**config.mk**
```make
export PLATFORM = sky130hd
export DESIGN_NAME = h2s_convert
export DESIGN_NICKNAME = d
export VERILOG_FILES = /design/src/rtl/h2s_pkg.sv /design/src/rtl/h2s_classify.sv /design/src/rtl/h2s_lzc.sv /design/src/rtl/h2s_assemble.sv /design/src/rtl/h2s_convert.sv
export SDC_FILE = /design/constraint.sdc
export NUM_CORES = 1
export LEC_CHECK = 0
export CORE_ASPECT_RATIO = 1.5
export CORE_MARGIN = 2
export CORE_UTILIZATION = 53
export CTS_CLUSTER_SIZE = 8
export DETAILED_ROUTE_END_ITERATION = 16
export PLACE_DENSITY = 0.82
export SLEW_MARGIN = 30
export SYNTH_ARGS = -nofsm -noshare
export SYNTH_HDL_FRONTEND = slang
export SYNTH_HIERARCHICAL = 1
export SYNTH_SLANG_ARGS = --single-unit
```
**constraint.sdc**
```tcl
create_clock -name clk -period 3.7 [get_ports clk]
set_input_delay 0.37 -clock clk [delete_from_list [all_inputs] [get_ports clk]]
set_output_delay 0.37 -clock clk [all_outputs]
set_load 0.01 [all_outputs]
```
**src/rtl/h2s_pkg.sv**
```systemverilog
package h2s_pkg;

  localparam int HALF_W    = 16;
  localparam int HEXP_W    = 5;
  localparam int HFRAC_W   = 10;
  localparam int SINGLE_W  = 32;
  localparam int SEXP_W    = 8;
  localparam int SFRAC_W   = 23;
  localparam int HBIAS     = (1 << (HEXP_W - 1)) - 1;
  localparam int SBIAS     = (1 << (SEXP_W - 1)) - 1;
  localparam int BIAS_DIFF = SBIAS - HBIAS;
  localparam int FRAC_SHL  = SFRAC_W - HFRAC_W;
  localparam int LZC_W     = 1 << $clog2(HFRAC_W + 1);
  localparam int LZC_CW    = $clog2(LZC_W) + 1;
  localparam int LZC_PAD   = LZC_W - HFRAC_W;

  typedef struct packed {
    logic is_nan;
    logic is_inf;
    logic is_norm;
    logic is_sub;
    logic is_zero;
  } h2s_class_t;

  // Normal exponent: move from the half bias to the single bias.
  function automatic logic [SEXP_W-1:0] rebias_exp(input logic [HEXP_W-1:0] e);
    logic [SEXP_W-1:0] ext;
    ext = {{(SEXP_W-HEXP_W){1'b0}}, e};
    return ext + SEXP_W'(BIAS_DIFF);
  endfunction

  // Fraction widening: zero-filled left alignment.
  function automatic logic [SFRAC_W-1:0] widen_frac(input logic [HFRAC_W-1:0] f);
    return {f, {FRAC_SHL{1'b0}}};
  endfunction

  // NaN fraction: payload aligned and quiet bit forced.
  function automatic logic [SFRAC_W-1:0] quiet_frac(input logic [HFRAC_W-1:0] f);
    logic [SFRAC_W-1:0] w;
    w = {f, {FRAC_SHL{1'b0}}};
    w[SFRAC_W-1] = 1'b1;
    return w;
  endfunction

  // Subnormal exponent from the padded leading-zero count.
  function automatic logic [SEXP_W-1:0] sub_exp(input logic [LZC_CW-1:0] lz);
    logic [SEXP_W-1:0] lz_ext;
    lz_ext = {{(SEXP_W-LZC_CW){1'b0}}, lz};
    return SEXP_W'(BIAS_DIFF + LZC_PAD) - lz_ext;
  endfunction

  // Subnormal fraction: drop the leading one, keep the bits below it.
  function automatic logic [SFRAC_W-1:0] sub_frac(input logic [HFRAC_W-1:0] f,
                                                  input logic [LZC_CW-1:0] lz);
    logic [LZC_W-1:0] padded;
    logic [LZC_W-1:0] aligned;
    padded  = {{LZC_PAD{1'b0}}, f};
    aligned = (padded << lz) << 1;
    return {aligned[LZC_W-1 -: HFRAC_W], {FRAC_SHL{1'b0}}};
  endfunction

endpackage

```
**src/rtl/h2s_classify.sv**
```systemverilog
module h2s_classify
  import h2s_pkg::*;
(
  input  logic [HALF_W-1:0]  half_i,
  output logic               sign_o,
  output logic [HEXP_W-1:0]  exp_o,
  output logic [HFRAC_W-1:0] frac_o,
  output h2s_class_t         cls_o
);

  logic exp_zero;
  logic exp_full;
  logic frac_zero;

  assign sign_o    = half_i[HALF_W-1];
  assign exp_o     = half_i[HALF_W-2 -: HEXP_W];
  assign frac_o    = half_i[HFRAC_W-1:0];

  assign exp_zero  = (exp_o == '0);
  assign exp_full  = (exp_o == '1);
  assign frac_zero = (frac_o == '0);

  always_comb begin
    cls_o.is_zero = exp_zero & frac_zero;
    cls_o.is_sub  = exp_zero & ~frac_zero;
    cls_o.is_inf  = exp_full & frac_zero;
    cls_o.is_nan  = exp_full & ~frac_zero;
    cls_o.is_norm = ~exp_zero & ~exp_full;
  end

endmodule

```
**src/rtl/h2s_lzc.sv**
```systemverilog
module h2s_lzc #(
  parameter int W  = 16,
  parameter int CW = $clog2(W) + 1
) (
  input  logic [W-1:0]  val_i,
  output logic [CW-1:0] count_o
);

  localparam int LVL = $clog2(W);

  logic [LVL:0][W-1:0] stage;
  logic [LVL-1:0]      hit;
  logic                all_zero;

  assign stage[0] = val_i;

  // Each level tests the upper part of what is left, halving the window.
  for (genvar g = 0; g < LVL; g++) begin : g_level
    localparam int SPAN = W >> (g + 1);
    assign hit[LVL-1-g]  = ~|stage[g][W-1 -: SPAN];
    assign stage[g+1]    = hit[LVL-1-g] ? (stage[g] << SPAN) : stage[g];
  end

  assign all_zero = ~stage[LVL][W-1];
  assign count_o  = all_zero ? CW'(W) : {1'b0, hit};

endmodule

```
**src/rtl/h2s_assemble.sv**
```systemverilog
module h2s_assemble
  import h2s_pkg::*;
(
  input  logic               sign_i,
  input  logic [HEXP_W-1:0]  exp_i,
  input  logic [HFRAC_W-1:0] frac_i,
  input  h2s_class_t         cls_i,
  input  logic [LZC_CW-1:0]  lz_i,
  output logic [SINGLE_W-1:0] word_o
);

  logic [SEXP_W-1:0]  exp_w;
  logic [SFRAC_W-1:0] frac_w;

  always_comb begin
    exp_w  = '0;
    frac_w = '0;
    if (cls_i.is_norm) begin
      exp_w  = rebias_exp(exp_i);
      frac_w = widen_frac(frac_i);
    end else if (cls_i.is_sub) begin
      exp_w  = sub_exp(lz_i);
      frac_w = sub_frac(frac_i, lz_i);
    end else if (cls_i.is_inf) begin
      exp_w  = '1;
    end else if (cls_i.is_nan) begin
      exp_w  = '1;
      frac_w = quiet_frac(frac_i);
    end
  end

  assign word_o = {sign_i, exp_w, frac_w};

endmodule

```
**src/rtl/h2s_convert.sv**
```systemverilog
module h2s_convert
  import h2s_pkg::*;
(
  input  logic                clk,
  input  logic                rst,
  input  logic                in_valid,
  input  logic [HALF_W-1:0]   in_half,
  output logic                out_valid,
  output logic [SINGLE_W-1:0] out_single
);

  logic                sign_w;
  logic [HEXP_W-1:0]   exp_w;
  logic [HFRAC_W-1:0]  frac_w;
  h2s_class_t          cls;
  logic [4:0]          cls_flags;
  logic [LZC_CW-1:0]   lz_count;
  logic [SINGLE_W-1:0] comb_result;

  h2s_classify u_classify (
    .half_i (in_half),
    .sign_o (sign_w),
    .exp_o  (exp_w),
    .frac_o (frac_w),
    .cls_o  (cls)
  );

  assign cls_flags = cls;

  h2s_lzc #(.W(LZC_W), .CW(LZC_CW)) u_lzc (
    .val_i   ({{LZC_PAD{1'b0}}, frac_w}),
    .count_o (lz_count)
  );

  h2s_assemble u_assemble (
    .sign_i (sign_w),
    .exp_i  (exp_w),
    .frac_i (frac_w),
    .cls_i  (cls),
    .lz_i   (lz_count),
    .word_o (comb_result)
  );

  always_ff @(posedge clk) begin
    if (rst) begin
      out_valid  <= 1'b0;
      out_single <= '0;
    end else begin
      out_valid <= in_valid;
      if (in_valid) out_single <= comb_result;
    end
  end

endmodule

```
==> flow_summary.toml <==
[worst_hold_path]
min_delay_path_depth = 2
hp-class = "reg2reg"
min_delay_worst_endpoint = "out_single[3]"
worstHoldStart = "out_single[3]"

[sta]
hold_viol_final = 0
rsz0062_at_grt = "no"
relative_max_transition_margin_pct = 39.6
hold_slack_ps = 496
setup_viol = 0
max_freq_mhz = 292
final_setup_margin_ps = 276
min_period_ps = 3420
timing_worst_slew_pin_value_ps = 906
tns_ps = 0
timing.final.crit_share_pct = 92.5
final-max-slew-violation-count = 0
skew_ps = 0

[detailed_routing]
ant_nets = 0
detail_route.vias_per_cell = 5.29
drtPass1Iterations = 4
total_vias_in_the_final_route = 2204
drc = 0
postRouteWirelength_mm = 5.68
drt-initial-drc-count = 66
post_drt_wl_per_cell_um = 13.6

[clocking]
post_cts_resize_count = 0
clk_latency_ps = 280
tritoncts = "done"
postCtsSetupBuffers = 0
clock_path_buffers = 2
cts.root.buffer_cell = "sky130_fd_sc_hd__clkbuf_8"
htree_levels = 2
clkTransAtPathRegs_ps = 60
tritoncts.num_buffers = 5
cts.hold.buffers_added = 0
clock_sink_count = 33

[placed_design]
number_of_buffer_cells_added_on_primary_ports = 51
post-dp-hpwl_mm = 4.36
detailedPlace.worstSlack_ps = 21.7
globalplace.congestion = 0.891

[layout]
insertedDiodeCount = 0
num-nets-final = 370
mostFrequentLayoutCells = "49 x sky130_fd_sc_hd__nor2_1, 49 x sky130_fd_sc_hd__clkdlybuf4s50_1, 44 x sky130_fd_sc_hd__mux2i_1"
layout-area-overhead-vs-synth_pct = 22.9
n_fill_cell = 427
layout-drive-gt1-share_pct = 14.0

[floorplan]
ios = 52
starting_density_of_the_core_pct = 54.0
rows = 31
die_width_um = 60.7
area_of_the_core_sq_mm = 0.00473
fp.dieArea_sq_mm = 0.00541
die_h_um = 89.1

[global_route]
grt_max_degree = 34
grt_usage_pct = 22.6
antenna_found_initial = 0
globalRouteOverflowTotal = 0
first_global_vias = 2055
grt_first_pass_wirelength_mm = 9.29

[worst_setup_path]
critical_path_arrival_ps = 3570
worst-setup-path-type = "in2reg"
crit_path_most_repeated_cell = "sky130_fd_sc_hd__nor2b_1"
reg2reg_from = "out_single[23]"
worstReg2RegEnd = "out_single[23]"
path_cells = "clkdlybuf4s50_1, or4_4, nor2_4, a221o_2, nor2b_1, o21ba_1, mux4_1, nor2b_1, o21ai_0, o221ai_1, mux2i_1, nor2_1"
timing.critical_path.required_ps = 3850
critical_path_peak_fanout = 9
timing.critical_path.slowest_cell_delay_ps = 610
critPathSlowestCell = "sky130_fd_sc_hd__mux4_1"
critical_path.endpoint_type = "flop"
reg2reg_slack_ps = 3060
critPathLaunchType = "input port"
worst-r2r-cell-count = 2

[synthesis]
ys.warnings.count = 6
post_synth_instance_area_sq_mm = 0.00256
syn_area_per_cell_sq_um = 8.75
synthCells = 292

[power_and_ir_drop]
vdd.ir_drop.worst_v = 0.000158
p_leak_nw = 1.36
pwr_density_cell_mw_per_mm2 = 312

[job]
max-cap-violations = 0

[outcome]
outcome = "finished clean"
per-layer routing:
| metal | global-route usage, % | wire length [um] | vias up |
|---|---|---|---|
| li1 | - | - | 1095 |
| met1 | 23.2 | 2230 | 1028 |
| met2 | 42.5 | 3060 | 65 |
| met3 | 3.04 | 172 | 16 |
| met4 | 11.9 | 212 | 0 |
| met5 | 0 | 0 | - |
worst max-delay path by stage:
stage,start,endpoint,depth (start not counted)
after floorplan,in_half[8],out_single[20],13
after global placement,in_half[8],out_single[21],12
after detailed placement,in_half[8],out_single[21],12
after CTS,in_half[8],out_single[21],12
after global routing,in_half[8],out_single[21],12
final,in_half[8],out_single[21],12
worst max-delay path, delay by kind of cell:
| family | cells | cell delay, ps |
|---|---|---|
| buffers and inverters | 1 | 480 |
| muxes | 2 | 760 |
| and+or+nand+nor | 5 | 1120 |
| AOI/OAI and AO/OA | 4 | 820 |
power breakdown:
part | leakage [nW] | internal (mW) | switching [mW]
combinational | 1.03 | 0.127 | 0.117
clock | 0.0585 | 0.219 | 0.126
sequential | 0.272 | 0.377 | 0.0121
registers in the layout, summed over array words and instances, names as in the netlist:
signal	count
out_valid	1
out_single	32
layout make-up:
cell class | instances | area (sq um) | share of cell area [%]
multi-input cells | 234 | 1610 | 51.3
clock inverters | 1 | 30.0 | 0.956
clock buffers | 7 | 86.3 | 2.75
repair buffers | 68 | 641 | 20.4
well taps | 66 | 82.6 | 2.63
inverters | 8 | 30.0 | 0.956
flip-flops and latches | 33 | 661 | 21.0
per-stage QoR:
step / total power [mW] / util (%) / instance area [sq um] / cells
finish: 0.979 / 66.4 / 3140 / 417
global route: 1.03 / 66.4 / 3140 / 417
CTS: 0.985 / 66.4 / 3140 / 417
detailed placement: 0.640 / 63.9 / 3020 / 409
global placement: 0.635 / 64.0 / 3030 / 409
floorplan: 0.570 / - / 2670 / 323
Note: power is estimated with default switching activity, not from simulation.
